==> src/rtl/wdog_pkg.sv <==
package wdog_pkg;

    // Registered state of the timeout output stage.
    typedef struct packed {
        logic rst_pls;
        logic wake_pls;
    } wd_out_st_t;

    // Number of postscaler counter bits needed for a given tap count.
    function automatic int ps_cnt_bits(input int ps_w);
        return (ps_w > 1) ? ps_w - 1 : 1;
    endfunction

endpackage

==> src/rtl/wdog_base_div.sv <==
module wdog_base_div #(
    parameter int BASE_DIV = 128
) (
    input  logic clk,
    input  logic rst_n,
    input  logic clr,
    input  logic tick,
    output logic carry
);
    localparam int CW = (BASE_DIV > 1) ? $clog2(BASE_DIV) : 1;
    localparam logic [CW-1:0] LAST = CW'(BASE_DIV - 1);

    typedef struct packed {
        logic [CW-1:0] cnt;
    } st_t;

    st_t st_d, st_q;

    always_comb begin
        st_d  = st_q;
        carry = 1'b0;
        if (clr) begin
            st_d.cnt = '0;
        end else if (tick) begin
            if (st_q.cnt == LAST) begin
                carry    = 1'b1;
                st_d.cnt = '0;
            end else begin
                st_d.cnt = st_q.cnt + 1'b1;
            end
        end
    end

    always_ff @(posedge clk or negedge rst_n) begin
        if (!rst_n) st_q <= '0;
        else        st_q <= st_d;
    end

    // base count never leaves its range
    a_r3_base_in_range: assert property (@(posedge clk) disable iff (!rst_n)
        st_q.cnt <= LAST);
    // a restart leaves the divider at zero
    a_r5_base_cleared: assert property (@(posedge clk) disable iff (!rst_n)
        clr |=> st_q.cnt == '0);

endmodule

==> src/rtl/wdog_postscaler.sv <==
module wdog_postscaler #(
    parameter int PS_W  = 16,
    parameter int SEL_W = 4
) (
    input  logic             clk,
    input  logic             rst_n,
    input  logic             clr,
    input  logic             adv,
    input  logic [SEL_W-1:0] sel,
    output logic             hit
);
    import wdog_pkg::*;

    localparam int CW   = ps_cnt_bits(PS_W);
    localparam int NTAP = 2 ** SEL_W;

    typedef struct packed {
        logic [CW-1:0] cnt;
    } st_t;

    st_t             st_d, st_q;
    logic [NTAP-1:0] tap;

    // tap[i] is high when the low i bits are all ones, i.e. 2^i carries seen
    for (genvar i = 0; i < NTAP; i++) begin : g_tap
        if (i == 0) begin : g_first
            assign tap[i] = 1'b1;
        end else if (i <= CW) begin : g_mid
            assign tap[i] = &st_q.cnt[i-1:0];
        end else begin : g_clamp
            assign tap[i] = &st_q.cnt;
        end
    end

    always_comb begin
        st_d = st_q;
        hit  = adv & tap[sel];
        if (clr) begin
            st_d.cnt = '0;
        end else if (adv) begin
            if (hit) st_d.cnt = '0;
            else     st_d.cnt = st_q.cnt + 1'b1;
        end
    end

    always_ff @(posedge clk or negedge rst_n) begin
        if (!rst_n) st_q <= '0;
        else        st_q <= st_d;
    end

    // counting restarts from zero after a timeout
    a_r11_restart: assert property (@(posedge clk) disable iff (!rst_n)
        hit |=> st_q.cnt == '0);
    // a restart leaves the postscaler at zero
    a_r5_ps_cleared: assert property (@(posedge clk) disable iff (!rst_n)
        clr |=> st_q.cnt == '0);

endmodule

==> src/rtl/wdog_evt_out.sv <==
module wdog_evt_out (
    input  logic clk,
    input  logic rst_n,
    input  logic hit,
    input  logic in_pm,
    output logic rst_pls,
    output logic wake_pls
);
    import wdog_pkg::*;

    wd_out_st_t st_d, st_q;

    always_comb begin
        st_d          = '0;
        st_d.rst_pls  = hit & ~in_pm;
        st_d.wake_pls = hit & in_pm;
    end

    always_ff @(posedge clk or negedge rst_n) begin
        if (!rst_n) st_q <= '0;
        else        st_q <= st_d;
    end

    assign rst_pls  = st_q.rst_pls;
    assign wake_pls = st_q.wake_pls;

    // at most one kind of pulse at a time
    a_r9_one_kind: assert property (@(posedge clk) disable iff (!rst_n)
        $countones({rst_pls, wake_pls}) <= 1);
    // a wake pulse only follows a power-managed cycle
    a_r10_wake_in_pm: assert property (@(posedge clk) disable iff (!rst_n)
        wake_pls |-> $past(in_pm));
    // a reset pulse only follows a running cycle
    a_r9_reset_awake: assert property (@(posedge clk) disable iff (!rst_n)
        rst_pls |-> !$past(in_pm));

endmodule

==> src/rtl/wdog_timer.sv <==
module wdog_timer #(
    parameter int BASE_DIV = 128,
    parameter int PS_W     = 16
) (
    input  logic       clk,
    input  logic       rst_n,
    input  logic       osc_tick,
    input  logic       hw_en,
    input  logic       sw_en,
    input  logic       clr_strobe,
    input  logic       sleep_strobe,
    input  logic       clk_fail,
    input  logic       in_pm,
    input  logic [3:0] ps_sel,
    output logic       wdt_reset,
    output logic       wdt_wake
);
    localparam int SEL_W = 4;

    logic run, restart, base_carry, ps_hit;

    // software may only switch the watchdog on while hardware has it off
    assign run     = hw_en | sw_en;
    // every restart source, plus the inactive state
    assign restart = ~run | clr_strobe | sleep_strobe | clk_fail;

    wdog_base_div #(.BASE_DIV(BASE_DIV)) i_base (
        .clk   (clk),
        .rst_n (rst_n),
        .clr   (restart),
        .tick  (osc_tick),
        .carry (base_carry)
    );

    wdog_postscaler #(.PS_W(PS_W), .SEL_W(SEL_W)) i_ps (
        .clk   (clk),
        .rst_n (rst_n),
        .clr   (restart),
        .adv   (base_carry),
        .sel   (ps_sel),
        .hit   (ps_hit)
    );

    wdog_evt_out i_out (
        .clk      (clk),
        .rst_n    (rst_n),
        .hit      (ps_hit),
        .in_pm    (in_pm),
        .rst_pls  (wdt_reset),
        .wake_pls (wdt_wake)
    );

    // no pulse follows an inactive cycle
    a_r2_quiet_when_off: assert property (@(posedge clk) disable iff (!rst_n)
        !(hw_en || sw_en) |=> !wdt_reset && !wdt_wake);
    // a restart cycle never yields a timeout
    a_r12_clear_wins: assert property (@(posedge clk) disable iff (!rst_n)
        (clr_strobe || sleep_strobe || clk_fail) |=> !wdt_reset && !wdt_wake);
    // a pulse needs a tick in the cycle before
    a_r3_tick_cause: assert property (@(posedge clk) disable iff (!rst_n)
        (wdt_reset || wdt_wake) |-> $past(osc_tick));

    if (BASE_DIV > 1) begin : g_pulse_chk
        // pulses last a single cycle
        a_r9_single_cycle: assert property (@(posedge clk) disable iff (!rst_n)
            (wdt_reset || wdt_wake) |=> !wdt_reset && !wdt_wake);
    end

endmodule

==> config.mk <==
export PLATFORM = sky130hd
export DESIGN_NAME = wdog_timer
export DESIGN_NICKNAME = d
export VERILOG_FILES = /design/src/rtl/wdog_pkg.sv /design/src/rtl/wdog_base_div.sv /design/src/rtl/wdog_postscaler.sv /design/src/rtl/wdog_evt_out.sv /design/src/rtl/wdog_timer.sv
export SDC_FILE = /design/constraint.sdc
export NUM_CORES = 1
export LEC_CHECK = 0
export BUFFER_PORTS_ARGS = -buffer_cell sky130_fd_sc_hd__buf_2
export CAP_MARGIN = 10
export CORE_MARGIN = 4
export CORE_UTILIZATION = 60
export CTS_BUF_LIST = sky130_fd_sc_hd__clkbuf_4 sky130_fd_sc_hd__clkbuf_8
export DETAILED_ROUTE_END_ITERATION = 8
export GPL_ROUTABILITY_DRIVEN = 0
export PLACE_DENSITY = 0.81
export REMOVE_ABC_BUFFERS = 1
export SLEW_MARGIN = 20
export SYNTH_ARGS = -nofsm -noshare
export SYNTH_HDL_FRONTEND = slang
export SYNTH_SLANG_ARGS = --single-unit
==> constraint.sdc <==
create_clock -name clk -period 2.75 [get_ports clk]
set_clock_uncertainty 0.2 [all_clocks]
set_input_delay 0.4125 -clock clk [delete_from_list [all_inputs] [get_ports clk]]
set_output_delay 0.4125 -clock clk [all_outputs]
set_load 0.01 [all_outputs]
==> flow_metrics.tcl <==
set metrics [dict create \
    internal-power_mw 0.516 \
    critPathMaxStageDelay_ns 0.45 \
    firstDrtPassIters 4 \
    critical_path_arrival_ns 2.63 \
    synth_edf_count 0 \
    wl_per_cell_um 15.9 \
    hold_depth 2 \
    total_power_mw 0.663 \
    start_util 0.621 \
    power_density_mw_per_mm2 399 \
    period_share 0.937 \
    synth_ff_type "dfrtp_1" \
    clock_power_share 0.403 \
    p_seq_frac 0.534 \
    final_common_cell "nand2_1" \
    yosys.area_share.simple 0.291 \
    dpl.cell_count 208 \
    cts_max_path_buffers 2 \
    swShare 0.221 \
    grt_setup_unrepaired "false" \
    max-slew-margin-rel 0.604 \
    fillers 215 \
    grt_pass1_vias 1351 \
    ios 15 \
    syn_to_final_growth_pct 8.86 \
    reg2reg_slack_ns 0.17 \
    maxCapViolCount 0 \
    postSynthAreaPerCell_um2 8.97 \
    cpMostUsedCell "ha_1" \
    cp_max_fo 10 \
    fin_crit_ns 2.58 \
    fin_cells 213 \
    synthMuxAreaShare 0.0205 \
    drc_errors 0 \
    crit_path_start_kind "flop" \
    slew_viol_final 0 \
    min_path_type "in2reg" \
    htreeDepth 1 \
    synthArstFlopShare 1.00 \
    totalWireLength_mm 3.38 \
    hp-start "in_pm" \
    cp_slowest_cell "dfrtp_1" \
    dp.final_hpwl_mm 2.52 \
    r2r_start "i_ps.st_q[0]$_DFFE_PN0P_" \
    pwr-share-comb 0.063 \
    crit_type "reg2reg" \
    p_switching_mw 0.146 \
    synth_top_family_by_area "simple AND/OR/NAND/NOR gates" \
    antenna_found_initial 0 \
    worst-r2r-cell-count 10 \
    synth_seq_cells 24 \
    via_count 1370 \
    setup_viol 0 \
    whs_ns 0.0195 \
    grt_pass1_wl_mm 5.93 \
    coreArea_mm2 0.00245 \
    synthTopCellsByArea "dfrtp_1 39%, nand2_1 7.1%, nor2_1 5.2%, ha_1 4.1%, nand3_1 2.6%" \
    synth_top_area_cell "dfrtp_1" \
    clock-sinks 24 \
    peakVddDrop_uv 316 \
    p_leak_nw 0.726 \
    synth.top_cell.area_share 0.394 \
    drive_gt1_frac 0.180 \
    endpoint_kind "flop" \
    die-area_mm2 0.00341 \
    dieWidth_um 58.4 \
    cts-root-buf "clkbuf_4" \
    run_status "completed" \
    timing.rr.end "i_ps.st_q[9]$_DFFE_PN0P_" \
    synth.distinct_cells 50 \
    fin_tns_setup_ns 0 \
    synth_compound_area_frac 0.191 \
    die_y_um 58.4 \
    mostFrequentLayoutCells "29 x nand2_1, 24 x dfrtp_1, 21 x nor2_1" \
    clk_latency_ns 0.33 \
    cts_buffers 3 \
    track_usage 0.224 \
    grt-ovfl-total 0 \
    yosys.area_share.xor_xnor 0.0287 \
    worstMarginPinSlew_ns 0.593 \
    crit_chain "ha_1, nand3_2, inv_1, ha_1, nand4b_1, o41ai_1, nor4_1, and2_2, nor2_4, o211ai_1" \
    clock.fmax_ghz 0.388 \
    diodes 0 \
    crit_required_ns 2.80 \
    portBuffers 14 \
    drt_first_iter_violations 48 \
    whs_endpoint "i_out.rst_pls$_DFF_PN0_" \
    ys_warn_count 0 \
    path_clk_slew_ns 0.15 \
    viasPerCell 6.43 \
    synthesis.area_mm2 0.00153 \
    synthCells 170 \
    postRouteAntennaNets 0 \
    synthAdderAreaFrac 0.0410 \
    yosysSeqAreaShare 0.394 \
    cts_tree "built" \
    rows 18 \
    nets 202 \
    finalHoldViolCount 0 \
    grt_max_degree 25 \
]
## routing by layer
| metal | up-vias | wire length (µm) | part of all wire | GRT usage |
|---|---|---|---|---|
| met5 | - | 0 | 0 | 0 |
| met4 | 0 | 123 | 0.036 | 0.132 |
| met3 | 15 | 168 | 0.050 | 0.0285 |
| met2 | 53 | 1730 | 0.51 | 0.388 |
| met1 | 666 | 1360 | 0.40 | 0.262 |
| li1 | 636 | - | - | - |
## Yosys cell counts (all sizes together), types with 3 or more instances
cell type and count:
a21oi 3, a22o 4, and2 3, buf 6, dfrtp 24, ha 5
inv 3, nand2 30, nand3 9, nand4 4, nor2 23, nor3 3
o211ai 5, o21ai 10, o22ai 3, xnor2 3
## power groups by stage
stage	sequential (mW)	clock (mW)	combinational, mW
finish	0.354	0.267	0.0418
detailed placement	0.360	0	0.0408
floorplan	0.360	0	0.0163
global placement	0.360	0	0.0392
global route	0.354	0.281	0.0474
CTS	0.354	0.269	0.0422
## how the worst max path moves through the flow
| stage | start | to | slack, ns | cells after the start |
|---|---|---|---|---|
| final | i_ps.st_q[0]$_DFFE_PN0P_ | i_ps.st_q[9]$_DFFE_PN0P_ | 0.17 | 10 |
| after CTS | i_ps.st_q[0]$_DFFE_PN0P_ | i_ps.st_q[9]$_DFFE_PN0P_ | 0.08 | 10 |
| after global placement | i_ps.st_q[0]$_DFFE_PN0P_ | i_ps.st_q[3]$_DFFE_PN0P_ | 0.30 | 10 |
| after floorplan | i_ps.st_q[0]$_DFFE_PN0P_ | i_ps.st_q[4]$_DFFE_PN0P_ | 0.46 | 10 |
| after detailed placement | i_ps.st_q[0]$_DFFE_PN0P_ | i_ps.st_q[9]$_DFFE_PN0P_ | 0.11 | 10 |
| after global routing | i_ps.st_q[0]$_DFFE_PN0P_ | i_ps.st_q[9]$_DFFE_PN0P_ | 0.005 | 10 |
## kinds of logic after synthesis
| group | count (synthesis) |
|---|---|
| DFF | 24 |
| buffers and inverters | 10 |
| xor gates and xnor gates | 5 |
| muxes | 3 |
| adders and majority gates | 5 |
| and+or+nand+nor | 86 |
| AOI/OAI and AO/OA | 37 |
## through the flow
step | setup WS (ns) | instance area (µm²) | utilization
floorplan | 0.458 | 1490 | -
global placement | 0.304 | 1600 | 0.650
finish | 0.172 | 1660 | 0.676
global route | 0.00451 | 1660 | 0.676
CTS | 0.0791 | 1660 | 0.676
detailed placement | 0.107 | 1600 | 0.650
## critical path: cells and delay by family (launching register included)
kind | cells | cell delay, ns
buffers and inverters | 1 | 0.09
and+or+nand+nor | 5 | 0.98
adders and majority gates | 2 | 0.46
DFF | 1 | 0.45
AOI/OAI and AO/OA | 2 | 0.31
## state kept, by name, summed over array words and instances, names as in the netlist
| signal | cells |
|---|---|
| i_base.st_q | 7 |
| i_out.rst_pls | 1 |
| i_out.wake_pls | 1 |
| i_ps.st_q | 15 |
## final cells by class
type                       instances  area [µm²]  share of cell area
clock buffer                       3        22.5              0.0136
clock inverter                     1        30.0              0.0181
inverter                           4        15.0             0.00904
multi-input combinational        136         875               0.527
sequential                        24         601               0.362
tap                               30        37.5              0.0226
timing repair buffer              15        80.1              0.0482
## timing repair
action / CTS / global route
hold buffers: 1 / 0
endpoints found under the setup margin: 0 / 12
hold endpoints to repair: 24 / 0
gates resized for setup: 0 / 1
buffers inserted: 0 / 0
No activity file was read; power rests on OpenSTA's default activity.
